--- config.mk ---
export PLATFORM = sky130hd
export DESIGN_NAME = ecc_codec
export DESIGN_NICKNAME = d
export VERILOG_FILES = /design/src/rtl/ecc_pkg.sv /design/src/rtl/ecc_encoder.sv /design/src/rtl/ecc_syndrome.sv /design/src/rtl/ecc_corrector.sv /design/src/rtl/ecc_codec.sv
export SDC_FILE = /design/constraint.sdc
export NUM_CORES = 1
export LEC_CHECK = 0
export ABC_AREA = 1
export BUFFER_PORTS_ARGS = -buffer_cell sky130_fd_sc_hd__buf_2
export CAP_MARGIN = 25
export CORE_UTILIZATION = 35
export CTS_CLUSTER_SIZE = 10
export DETAILED_ROUTE_END_ITERATION = 12
export PLACE_DENSITY_LB_ADDON = 0.15
export SLEW_MARGIN = 20
export SYNTH_ARGS = -nofsm -noshare
export SYNTH_HDL_FRONTEND = slang
export SYNTH_SLANG_ARGS = --single-unit
--- constraint.sdc ---
create_clock -name clk -period 6.78 [get_ports clk]
set_input_delay 1.356 -clock clk [delete_from_list [all_inputs] [get_ports clk]]
set_output_delay 1.356 -clock clk [all_outputs]
set_load 0.01 [all_outputs]
--- src/rtl/ecc_pkg.sv ---
package ecc_pkg;

  // Number of ones in a value
  function automatic int popcnt(input logic [31:0] v);
    int n;
    n = 0;
    for (int i = 0; i < 32; i++) n += int'(v[i]);
    return n;
  endfunction

  // Column of data bit d: d-th odd-weight (>=3) value, ordered by weight then value
  function automatic logic [31:0] data_col(input int cw, input int d);
    int cnt;
    cnt = 0;
    for (int w = 3; w <= cw; w += 2) begin
      for (int v = 0; v < (1 << cw); v++) begin
        if (popcnt(32'(v)) == w) begin
          if (cnt == d) return 32'(v);
          cnt++;
        end
      end
    end
    return 32'd0;
  endfunction

  // Write-matrix column for codeword position p (data first, then check bits)
  function automatic logic [31:0] write_col(input int dw, input int cw, input int p);
    if (p < dw) return data_col(cw, p);
    return 32'd1 << (p - dw);
  endfunction

  // Read-matrix column: the last row is forced to one everywhere
  function automatic logic [31:0] read_col(input int dw, input int cw, input int p);
    return write_col(dw, cw, p) | (32'd1 << (cw - 1));
  endfunction

endpackage

--- src/rtl/ecc_encoder.sv ---
module ecc_encoder #(
  parameter int DW = 64,
  parameter int CW = 8
) (
  input  logic [DW-1:0] data_i,
  output logic [CW-1:0] check_o
);
  for (genvar r = 0; r < CW; r++) begin : g_row
    logic [DW-1:0] sel;
    for (genvar d = 0; d < DW; d++) begin : g_bit
      localparam logic [31:0] COL = ecc_pkg::write_col(DW, CW, d);
      assign sel[d] = data_i[d] & COL[r];
    end
    assign check_o[r] = ^sel;
  end
endmodule

--- src/rtl/ecc_syndrome.sv ---
module ecc_syndrome #(
  parameter int DW = 64,
  parameter int CW = 8
) (
  input  logic [DW-1:0] data_i,
  input  logic [CW-1:0] check_i,
  output logic [CW-1:0] syn_o
);
  localparam int NW = DW + CW;
  logic [NW-1:0] word;
  assign word = {check_i, data_i};

  for (genvar r = 0; r < CW; r++) begin : g_row
    logic [NW-1:0] sel;
    for (genvar p = 0; p < NW; p++) begin : g_bit
      localparam logic [31:0] COL = ecc_pkg::read_col(DW, CW, p);
      assign sel[p] = word[p] & COL[r];
    end
    assign syn_o[r] = ^sel;
  end
endmodule

--- src/rtl/ecc_corrector.sv ---
module ecc_corrector #(
  parameter int DW = 64,
  parameter int CW = 8
) (
  input  logic [CW-1:0] syn_i,
  input  logic [DW-1:0] data_i,
  output logic [DW-1:0] data_o,
  output logic          single_o,
  output logic          double_o
);
  localparam int NW = DW + CW;
  logic [NW-1:0] hit;
  logic          any_hit;
  logic          odd_par;
  logic          nonzero;

  for (genvar p = 0; p < NW; p++) begin : g_match
    localparam logic [31:0] RC = ecc_pkg::read_col(DW, CW, p);
    assign hit[p] = (syn_i == RC[CW-1:0]);
  end

  assign any_hit  = |hit;
  assign odd_par  = syn_i[CW-1];
  assign nonzero  = |syn_i;
  assign single_o = nonzero & odd_par & any_hit;
  assign double_o = nonzero & ~single_o;
  // Only a matched column flips a bit; check-bit matches leave data untouched
  assign data_o   = data_i ^ hit[DW-1:0];
endmodule

--- src/rtl/ecc_codec.sv ---
module ecc_codec #(
  parameter int DW = 64,
  parameter int CW = 8
) (
  input  logic          clk,
  input  logic          rst_n,
  input  logic [DW-1:0] wr_data_i,
  output logic [CW-1:0] wr_check_o,
  input  logic          rd_valid_i,
  input  logic [DW-1:0] rd_data_i,
  input  logic [CW-1:0] rd_check_i,
  output logic          rd_valid_o,
  output logic [DW-1:0] rd_data_o,
  output logic          rd_single_o,
  output logic          rd_double_o
);
  // Internal events, named for the assertions
  logic [CW-1:0] syn;
  logic [DW-1:0] fix_data;
  logic          ev_single;
  logic          ev_double;

  ecc_encoder #(.DW(DW), .CW(CW)) u_enc (
    .data_i (wr_data_i),
    .check_o(wr_check_o)
  );

  ecc_syndrome #(.DW(DW), .CW(CW)) u_syn (
    .data_i (rd_data_i),
    .check_i(rd_check_i),
    .syn_o  (syn)
  );

  ecc_corrector #(.DW(DW), .CW(CW)) u_fix (
    .syn_i   (syn),
    .data_i  (rd_data_i),
    .data_o  (fix_data),
    .single_o(ev_single),
    .double_o(ev_double)
  );

  always_ff @(posedge clk) begin
    if (!rst_n) begin
      rd_valid_o  <= 1'b0;
      rd_data_o   <= '0;
      rd_single_o <= 1'b0;
      rd_double_o <= 1'b0;
    end else begin
      rd_valid_o  <= rd_valid_i;
      rd_single_o <= rd_valid_i & ev_single;
      rd_double_o <= rd_valid_i & ev_double;
      if (rd_valid_i) rd_data_o <= fix_data;
    end
  end

  // each encoded word has even overall parity
  p_even_word_r10: assert property (@(posedge clk) disable iff (!rst_n)
    ^{wr_check_o, wr_data_i} == 1'b0);

  // a zero syndrome means the data passes unchanged with no flag
  p_clean_pass_r2: assert property (@(posedge clk) disable iff (!rst_n)
    (syn == '0) |-> (!ev_single && !ev_double && fix_data == rd_data_i));

  // single-error decisions only happen with odd overall parity
  p_single_odd_r3: assert property (@(posedge clk) disable iff (!rst_n)
    ev_single |-> syn[CW-1]);

  // even-parity nonzero syndrome is always uncorrectable
  p_even_double_r5: assert property (@(posedge clk) disable iff (!rst_n)
    (syn != '0 && !syn[CW-1]) |-> (ev_double && fix_data == rd_data_i));

  // flags are exclusive
  p_flags_excl_r9: assert property (@(posedge clk) disable iff (!rst_n)
    !(rd_single_o && rd_double_o));

  // output valid follows input valid by one cycle
  p_valid_lat_r7: assert property (@(posedge clk) disable iff (!rst_n)
    rd_valid_i |=> rd_valid_o);

  // idle cycles leave flags low and data held
  p_idle_hold_r7: assert property (@(posedge clk) disable iff (!rst_n)
    !rd_valid_i |=> (!rd_valid_o && !rd_single_o && !rd_double_o && $stable(rd_data_o)));
endmodule

==> qor.yml, run 1 <==
fp.dieH_um: 157
synthCells: 1429
regToRegEndpoint: "rd_data_o[33]"
clock_latency_ns: 0.34
crit_path_start: "wr_data_i[61]"
antenna_cells: 0
cts_sinks: 67
holdPathStages: 2
tightest_slew_ns: 0.910
die_area_mm2: 0.0247
wl_per_cell_um: 13.8
drv_cap: 0
synth_cell_types: 33
cp-start-kind: "primary input"
ys_seq_area_frac: 0.160
grt_overflow_total: 0
drive_gt1_frac: 0.201
viasPerCell: 4.67
synth_seq_cells: 67
rsz0062_at_grt: "no"
max_freq_mhz: 230
nNetsFinal: 1747
path_clk_slew_ns: 0.06
crit_required_ns: 5.42
min_period_over_period: 0.641
drtPass1Iterations: 7
maxSlewViolCount: 0
syn_to_final_growth_pct: 18.6
antenna_left: 0
crit_fanout: 3
timing.rr.start: "rd_data_o[33]"
portBuffers: 213
yosysWarningCount: 0
stdcell_count: 1932
start_util: 0.357
synth_adder_area_share: 0
min-delay-start: "rd_data_o[23]"
synth_xor_area_frac: 0.277
status: "complete, no violations"
wirelength_um: 26700
drc_errors: 0
grt_usage: 0.221
row_count: 56
min_to: "rd_data_o[23]"
cts-root-buf: "clkbuf_16"
dp_hpwl_um: 21700
hold_buffers: 0
grt_pass1_wl_um: 42200
syn_area_mm2: 0.00841
synth_top_family_by_area: "simple AND/OR/NAND/NOR gates"
mappedNetlistNets: 1568
vias: 9026
synthMuxAreaShare: 0
dp.cells: 1916
cp_data_arrival_time_ns: 2.99
synth_top_area_cell: "nand2_1"
setup_viol: 0
grt_max_degree: 100
worstSetupEndpointType: "output pin"
r2r_slack_ns: 6.11
htree_levels: 3
yosysTopAreaCellShare: 0.258
hold_path.class: "flop to flop"
synth_area_leaders: "nand2_1 (26%), xor2_1 (17%), dfxtp_1 (16%), xnor2_1 (10%), nand3_1 (4.8%)"
synth_flop_cell: "dfxtp_1"
cts_made_buffers: 9
ir_drop_v: 0.000106
post-route-min-period_ns: 4.35
avgSynthCellArea_um2: 5.88
critPathKind: "primary input to output pin"
synth_compound_area_frac: 0.0989
fin_setup_tns_ns: 0
max-slew-margin-rel: 0.391
fin_ws_ns: 2.43
dpl_worst_slack_ns: 2.39
async_reset_ff_frac: 0
grt_antenna_before_repair: 0
tritoncts: "built"
power_density_mw_per_mm2: 224
post_cts.repair.setup_buffers: 0
io_pins: 214
yosysMostFrequentCell: "nand2_1"
power_mw: 2.23
final_hold_viol_count: 0
first_global_vias: 8196
synth-edff-count: 0
gp_congestion: 0.861
ctsLongestPathBuffers: 2
r2r_cells: 2
drt_iter0_drc: 541
synthTopCellsByCount: "nand2_1 (579), xor2_1 (162), xnor2_1 (100), inv_1 (90), nand3_1 (81)"
die_w_um: 157
finalClockSkew_ns: 0
core_mm2: 0.0235
p_leak_nw: 5.32
cts_resized: 0
synth_simple_gate_area_frac: 0.374
layout make-up:
type	instances	area, µm²
clock buffer	9	225
inverter	130	488
sequential	67	1340
clock inverter	7	101
fill	2637	13600
tap	319	399
multi-input combinational	1183	6310
timing repair buffer	217	1110
state kept, by name (all words and copies together) (netlist names):
| register | count |
|---|---|
| rd_data_o | 64 |
| rd_double_o | 1 |
| rd_single_o | 1 |
| rd_valid_o | 1 |
layout by cell type, fill, tap and decap left out, types with 6 or more instances in the layout:
master	instances
nand3_1	81
clkbuf_16	9
a21oi_1	65
inv_1	90
inv_2	39
nand2_1	579
o21ai_0	80
o21ai_1	10
nor2_4	6
nor2_2	12
nand2_2	23
nor2_1	40
buf_2	212
xnor2_1	100
xor2_1	162
dfxtp_1	67
power breakdown:
| group | total (mW) | switching [mW] | internal, mW |
|---|---|---|---|
| logic | 1.24 | 0.801 | 0.441 |
| clock network | 0.544 | 0.218 | 0.326 |
| registers | 0.444 | 0.0156 | 0.428 |
| total | 2.23 | 1.03 | 1.19 |
kinds of logic after synthesis:
family / Yosys count
simple gates: 757
compound gates: 162
flops: 67
xor+xnor: 264
buf+inv: 179
worst max-delay path by stage:
stage | to | slack [ns] | depth (start not counted)
2_1_floorplan | wr_check_o[2] | 2.72 | 6
3_3_place_gp | wr_check_o[2] | 2.41 | 8
3_5_place_dp | wr_check_o[2] | 2.39 | 8
4_1_cts | wr_check_o[2] | 2.39 | 8
5_1_grt | wr_check_o[2] | 2.26 | 8
6_report | wr_check_o[2] | 2.43 | 8
through the flow:
stage / area, µm² / hold slack, ns / util
3_3_place_gp: 9630 / 0.500 / 0.409
2_1_floorplan: 8410 / 0.542 / -
4_1_cts: 9970 / 0.526 / 0.424
3_5_place_dp: 9650 / 0.506 / 0.410
6_report: 9970 / 0.520 / 0.424
5_1_grt: 9970 / 0.548 / 0.424
per-layer routing:
metal,share of wire,vias to the layer above,routed length (µm),track usage
met3,0.052,28,1390,0.0336
met4,0.021,0,564,0.0752
li1,-,4770,-,-
met2,0.46,227,12300,0.373
met5,0,-,0,0
met1,0.47,4001,12500,0.286
critical path, stage by stage:
cell and delay, ns:
buf_2 0.11, xnor2_1 0.33, xor2_1 0.28, xor2_1 0.19
xor2_1 0.22, xor2_1 0.20, xor2_1 0.15, buf_2 0.15
(Power assumes the default switching activity.)
==> inputs of run 2 (changes only) <==
--- a/config.mk
+++ b/config.mk
@@ -5,7 +5,7 @@
 export SDC_FILE = /design/constraint.sdc
 export NUM_CORES = 1
 export LEC_CHECK = 0
-export ABC_AREA = 1
+export ABC_AREA = 0
 export BUFFER_PORTS_ARGS = -buffer_cell sky130_fd_sc_hd__buf_2
 export CAP_MARGIN = 25
 export CORE_UTILIZATION = 35
==> constraint.sdc (replaced) <==
create_clock -name clk -period 4.1 [get_ports clk]
set_input_delay 0.82 -clock clk [delete_from_list [all_inputs] [get_ports clk]]
set_output_delay 0.82 -clock clk [all_outputs]
set_load 0.01 [all_outputs]
==> qor.yml, run 2 <==
status: "complete, no violations"  # unchanged
stdcell_count: 1313  # was 1932
max_freq_mhz: 259
final_cell_area_mm2: 0.00913  # was 0.00997 mm²
top_register: "rd_data_o"  # unchanged
grt_usage: 0.233  # was 0.221
clock_latency_ns: 0.35  # was 0.34 ns
synth_compound_area_frac: 0.133  # was 0.0989
io_pins: 214  # unchanged
synth_seq_cells: 67  # unchanged
fp.dieH_um: 141  # was 157 µm
fin_setup_tns_ns: 0  # unchanged
dp_hpwl_um: 19300  # was 21700 µm
synth_xor_area_frac: 0.478  # was 0.277
yosysTopAreaCellShare: 0.295  # was 0.258
post_cts.repair.setup_buffers: 0  # unchanged
gp_congestion: 0.889  # was 0.861
hold_buffers: 0  # unchanged
crit_required_ns: 4.34  # was 5.42 ns
avgSynthCellArea_um2: 9.02  # was 5.88 µm²
die_area_mm2: 0.0200  # was 0.0247 mm²
synth_top_family_by_area: "XOR/XNOR gates"  # was simple AND/OR/NAND/NOR gates
start_util: 0.361  # was 0.357
die_w_um: 141  # was 157 µm
tightest_slew_ns: 0.852  # was 0.910 ns
min_period_over_period: 0.942
worstSetupEndpointType: "flop"  # was output pin
critPathKind: "primary input to flop"  # was primary input to output pin
crit_fanout: 7  # was 3
portBuffers: 213  # unchanged
cts_resized: 0  # unchanged
vias: 6338  # was 9026
grt_pass1_wl_um: 34500  # was 42200 µm
synth_top_area_cell: "xnor2_1"  # was nand2_1
async_reset_ff_frac: 0  # unchanged
p_leak_nw: 3.81  # was 5.32 nW
synth_cell_types: 65  # was 33
grt_max_degree: 86  # was 100
ys_seq_area_frac: 0.198  # was 0.160
viasPerCell: 4.83  # was 4.67
synth_adder_area_share: 0  # unchanged
cp-start-kind: "primary input"  # unchanged
ctsLongestPathBuffers: 2  # unchanged
syn_area_mm2: 0.00679  # was 0.00841 mm²
max-slew-margin-rel: 0.432  # was 0.391
wl_per_cell_um: 17.7  # was 13.8 µm
synth_simple_gate_area_frac: 0.152  # was 0.374
min-delay-start: "rd_data_o[13]"  # was rd_data_o[23]
drc_errors: 0  # unchanged
post-route-min-period_ns: 3.86
dp.cells: 1297  # was 1916
drv_cap: 0  # unchanged
yosysWarningCount: 0  # unchanged
first_global_vias: 6015  # was 8196
antenna_left: 0  # unchanged
synthCells: 753  # was 1429
final_hold_viol_count: 0  # unchanged
drt_iter0_drc: 298  # was 541
synth-edff-count: 0  # unchanged
power_density_mw_per_mm2: 794  # was 224 mW/mm²
antenna_cells: 0  # unchanged
row_count: 50  # was 56
synthTopCellsByCount: "xnor2_1 (229), nor2_1 (111), dfxtp_1 (67), a211oi_1 (50), xor2_1 (44)"  # was nand2_1 (579), xor2_1 (162), xnor2_1 (100), inv_1 (90), nand3_1 (81)
rsz0062_at_grt: "no"  # unchanged
postLayoutCoreUtil: 0.485  # was 0.424
grt_overflow_total: 0  # unchanged
crit_path_start: "rd_data_i[57]"  # was wr_data_i[61]
synth_flop_cell: "dfxtp_1"  # unchanged
mappedNetlistNets: 892  # was 1568
tritoncts: "built"  # unchanged
drtPass1Iterations: 4  # was 7
grt_antenna_before_repair: 0  # unchanged
yosysMostFrequentCell: "xnor2_1"  # was nand2_1
synthMuxAreaShare: 0.00590  # was 0
final_common_cell: "xnor2_1"  # was nand2_1
final_cell_mix: "xnor2_1 (229), buf_2 (212), nor2_1 (111)"  # was nand2_1 (579), buf_2 (212), xor2_1 (162)
maxSlewViolCount: 0  # unchanged
cp_data_arrival_time_ns: 4.11  # was 2.99 ns
finalClockSkew_ns: 0  # unchanged
synth_area_leaders: "xnor2_1 (30%), dfxtp_1 (20%), nor2_1 (6.1%), xor2_1 (5.7%), a211oi_1 (5.5%)"  # was nand2_1 (26%), xor2_1 (17%), dfxtp_1 (16%), xnor2_1 (10%), nand3_1 (4.8%)
hold_path.class: "flop to flop"  # unchanged
htree_levels: 3  # unchanged
cts-root-buf: "clkbuf_16"  # unchanged
drive_gt1_frac: 0.368  # was 0.201
ir_drop_v: 0.000419  # was 0.000106 V
place_area_mm2: 0.00882  # was 0.00965 mm²
setup_viol: 0  # unchanged
wirelength_um: 23200  # was 26700 µm
timing.rr.start: "rd_data_o[44]"  # was rd_data_o[33]
cts_sinks: 67  # unchanged
core_mm2: 0.0188  # was 0.0235 mm²
path_clk_slew_ns: 0.06  # about the same
nNetsFinal: 1187  # was 1747
cts_made_buffers: 9  # unchanged
largest_reg_flops: 64  # unchanged
syn_to_final_growth_pct: 34.4  # was 18.6%
==> run 2: changes by cell type after synthesis, sizes merged, moves of 56 or more <==
cell | previous run | this run
o21ai | 93 | 20
nand2 | 602 | 25
xnor2 | 100 | 233
nand3 | 87 | 7
nor2 | 58 | 114
a21oi | 65 | 6
inv | 129 | 2
xor2 | 164 | 44
==> run 2: worst paths after layout <==
path | to | cells past startpoint | slack, ns
setup / recovery | rd_double_o | 11 | 0.24
hold / removal | rd_data_o[13] | 2 | 0.48
setup reg to reg | rd_data_o[44] | 2 | 3.33
hold reg to reg | rd_data_o[13] | 2 | 0.48
==> run 2: layout make-up <==
type | count | area, µm²
fillers | 1853 | 9710
multi-input cells | 647 | 5220
repair buffers | 321 | 1930
flip-flops and latches | 67 | 1340
well taps | 260 | 325
clock buffers | 10 | 239
clock inverters | 6 | 65.1
inverters | 2 | 7.51
==> run 2: critical path, stage by stage <==
cell and delay, ns:
buf_2 0.11, xnor2_1 0.27, xnor3_1 0.48, xor3_1 0.42, xnor2_1 0.53, nand2_1 0.39
buf_4 0.26, nor3_1 0.30, o22ai_1 0.17, o221a_2 0.17, and4_1 0.18
==> run 2: layer usage <==
| metal | wire (µm) | up-vias | global-route usage | share of wire |
|---|---|---|---|---|
| met2 | 11200 | 207 | 0.394 | 0.48 |
| met5 | 0 | - | 0 | 0 |
| li1 | - | 3186 | - | - |
| met4 | 546 | 0 | 0.0824 | 0.023 |
| met3 | 1100 | 28 | 0.0307 | 0.047 |
| met1 | 10400 | 2917 | 0.303 | 0.45 |
==> run 2: cell families (layout without fill, tap and decap cells) <==
logic type                Yosys count  in the layout
xor gates and xnor gates          310            310
and+or+nand+nor                   213            213
AOI/OAI and AO/OA                 120            120
DFF                                67             67
buffers and inverters              39            339
muxes                               4              4
==> run 2: per-stage QoR <==
step	setup WS (ns)	total power [mW]	hold WS, ns
6_report	0.239	7.24	0.477
5_1_grt	0.138	7.68	0.497
4_1_cts	0.260	7.23	0.482
3_5_place_dp	-0.119	6.39	0.474
3_3_place_gp	-0.106	6.42	0.473
2_1_floorplan	0.390	4.16	0.502
==> run 2: power by group <==
group          switching, mW  leakage [nW]  internal (mW)
clock network          0.324         0.148          0.487
registers             0.0334         0.557          0.712
logic                   3.02          3.11           2.66
total                   3.38          3.81           3.86
==> inputs of run 3 (changes only) <==
--- a/config.mk
+++ b/config.mk
@@ -5,9 +5,10 @@
 export SDC_FILE = /design/constraint.sdc
 export NUM_CORES = 1
 export LEC_CHECK = 0
-export ABC_AREA = 0
+export ABC_AREA = 1
 export BUFFER_PORTS_ARGS = -buffer_cell sky130_fd_sc_hd__buf_2
 export CAP_MARGIN = 25
+export CORE_MARGIN = 10
 export CORE_UTILIZATION = 35
 export CTS_CLUSTER_SIZE = 10
 export DETAILED_ROUTE_END_ITERATION = 12
==> qor.yml, run 3 (synthesis results as in run 1) <==
drtPass1Iterations: 5  # was 4
place_area_mm2: 0.00972  # was 0.00882 mm²
cp-start-kind: "primary input"  # unchanged
timing.rr.start: "rd_data_o[61]"  # was rd_data_o[44]
cts_resized: 0  # unchanged
worstSetupEndpointType: "output pin"  # was flop
seqPwrFrac: 0.203  # was 0.103
cp_data_arrival_time_ns: 2.65  # was 4.11 ns
drv_cap: 0  # unchanged
holdPathStages: 2  # unchanged
clock_latency_ns: 0.34  # was 0.35 ns
grt_antenna_before_repair: 3  # was 0
gp_congestion: 0.869  # was 0.889
cts_made_buffers: 9  # unchanged
fin_setup_tns_ns: 0  # unchanged
combPwrFrac: 0.566  # was 0.785
dp_hpwl_um: 23900  # was 19300 µm
viasPerCell: 4.60  # was 4.83
hold_buffers: 0  # unchanged
die_w_um: 175  # was 141 µm
nNetsFinal: 1757  # was 1187
maxSlewViolCount: 0  # unchanged
min-delay-start: "rd_data_o[22]"  # was rd_data_o[13]
final_hold_viol_count: 0  # unchanged
max_freq_mhz: 288  # was 259 MHz
core_mm2: 0.0235  # was 0.0188 mm²
largest_reg_flops: 64  # unchanged
path_clk_slew_ns: 0.07  # was 0.06 ns
grt_overflow_total: 0  # unchanged
dpl_worst_slack_ns: 0.635  # was -0.119 ns
ctsLongestPathBuffers: 2  # unchanged
final_cell_mix: "nand2_1 (579), buf_2 (212), xor2_1 (162)"  # was xnor2_1 (229), buf_2 (212), nor2_1 (111)
cts-root-buf: "clkbuf_16"  # unchanged
min_to: "rd_data_o[22]"  # was rd_data_o[13]
switching_power_mw: 1.69  # was 3.38 mW
drive_gt1_frac: 0.206  # was 0.368
portBuffers: 213  # unchanged
final_cell_area_mm2: 0.0100  # was 0.00913 mm²
post_cts.repair.setup_buffers: 0  # unchanged
rsz0062_at_grt: "no"  # unchanged
status: "complete, no violations"  # unchanged
p_sw_frac: 0.466  # was 0.467
setup_viol: 0  # unchanged
finalClockSkew_ns: 0  # unchanged
first_global_vias: 8600  # was 6015
post-route-min-period_ns: 3.47  # was 3.86 ns
drt_iter0_drc: 552  # was 298
antenna_left: 0  # unchanged
tritoncts: "built"  # unchanged
p_leak_nw: 5.36  # was 3.81 nW
dp.cells: 1926  # was 1297
hold_path.class: "flop to flop"  # unchanged
crit_fanout: 3  # was 7
regToRegEndpoint: "rd_data_o[61]"  # was rd_data_o[44]
r2r_cells: 2  # unchanged
antenna_cells: 0  # unchanged
critPathKind: "primary input to output pin"  # was primary input to flop
max-slew-margin-rel: 0.422  # was 0.432
top_usage_layer: "met2"  # unchanged
wl_per_cell_um: 14.7  # was 17.7 µm
r2r_slack_ns: 3.43  # was 3.33 ns
fin_ws_ns: 0.633  # was 0.239 ns
min_period_over_period: 0.846  # was 0.942
start_util: 0.357  # was 0.361
die_area_mm2: 0.0306  # was 0.0200 mm²
drc_errors: 0  # unchanged
vias: 8938  # was 6338
tightest_slew_ns: 0.867  # was 0.852 ns
row_count: 56  # was 50
io_pins: 214  # unchanged
power_density_mw_per_mm2: 361  # was 794 mW/mm²
syn_to_final_growth_pct: 19.2  # was 34.4%
grt_usage: 0.181  # was 0.233
wirelength_um: 28500  # was 23200 µm
met3_usage: 0.0373  # was 0.0307
crit_required_ns: 3.28  # was 4.34 ns
power_frac_clock: 0.231  # was 0.112
cts_sinks: 67  # unchanged
grt_max_degree: 97  # was 86
final_common_cell: "nand2_1"  # was xnor2_1
top_register: "rd_data_o"  # unchanged
stdcell_count: 1942  # was 1313
grt_pass1_wl_um: 45000  # was 34500 µm
htree_levels: 3  # unchanged
ir_drop_v: 0.000190  # was 0.000419 V
grt.met2_usage: 0.313  # was 0.394
grt_use_met1: 0.226  # was 0.303
p_int_mw: 1.94  # was 3.86 mW
fp.dieH_um: 175  # was 141 µm
hold_slack_ns: 0.521  # was 0.477 ns
## run 3: changes by cell type in the layout (fill, tap and decap cells not counted), sizes merged, moves of 56 or more
cell   before  now
inv         2  130
nor2      114   58
nand2      25  602
xnor2     233  100
o21ai      20   93
a21oi       6   65
buf       321  227
nand3       7   87
xor2       44  164
## run 3: per-layer routing
metal	part of all wire	wire, µm	up-vias
li1	-	-	4787
met1	0.46	13200	3914
met2	0.48	13600	213
met3	0.048	1370	22
met4	0.011	316	2
met5	0.00046	13	-
## run 3: power by group through the flow
stage	Combinational (mW)	Clock [mW]	Sequential, mW
after global placement	2.05	0	0.749
after CTS	2.07	0.865	0.735
after floorplan	1.44	0	0.773
final	2.05	0.838	0.735
after detailed placement	2.06	0	0.750
after global routing	2.30	0.895	0.742
## run 3: through the flow
step	total power [mW]	util
final	3.62	0.426
after global routing	3.94	0.426
after CTS	3.67	0.426
after detailed placement	2.81	0.413
after global placement	2.80	0.412
after floorplan	2.21	-
## run 3: how the worst max path moves through the flow
stage	from	to	slack [ns]	depth (start not counted)
detailed placement	wr_data_i[61]	wr_check_o[2]	0.63	8
floorplan	wr_data_i[61]	wr_check_o[2]	1.12	6
global placement	wr_data_i[61]	wr_check_o[2]	0.65	8
CTS	wr_data_i[61]	wr_check_o[2]	0.62	8
finish	wr_data_i[61]	wr_check_o[2]	0.63	8
global route	wr_data_i[61]	wr_check_o[2]	0.45	8
## run 3: layout make-up
class	instances	area (µm²)
clock inverter	7	77.6
sequential	67	1340
fill	2660	13500
tap	319	399
inverter	130	488
clock buffer	9	225
multi-input combinational	1183	6310
timing repair buffer	227	1190
## run 3: critical path: stages
cell and delay (ns):
buf_2 0.12, xnor2_1 0.33, xor2_1 0.29, xor2_1 0.23
xor2_1 0.27, xor2_1 0.26, xor2_1 0.17, buf_2 0.15
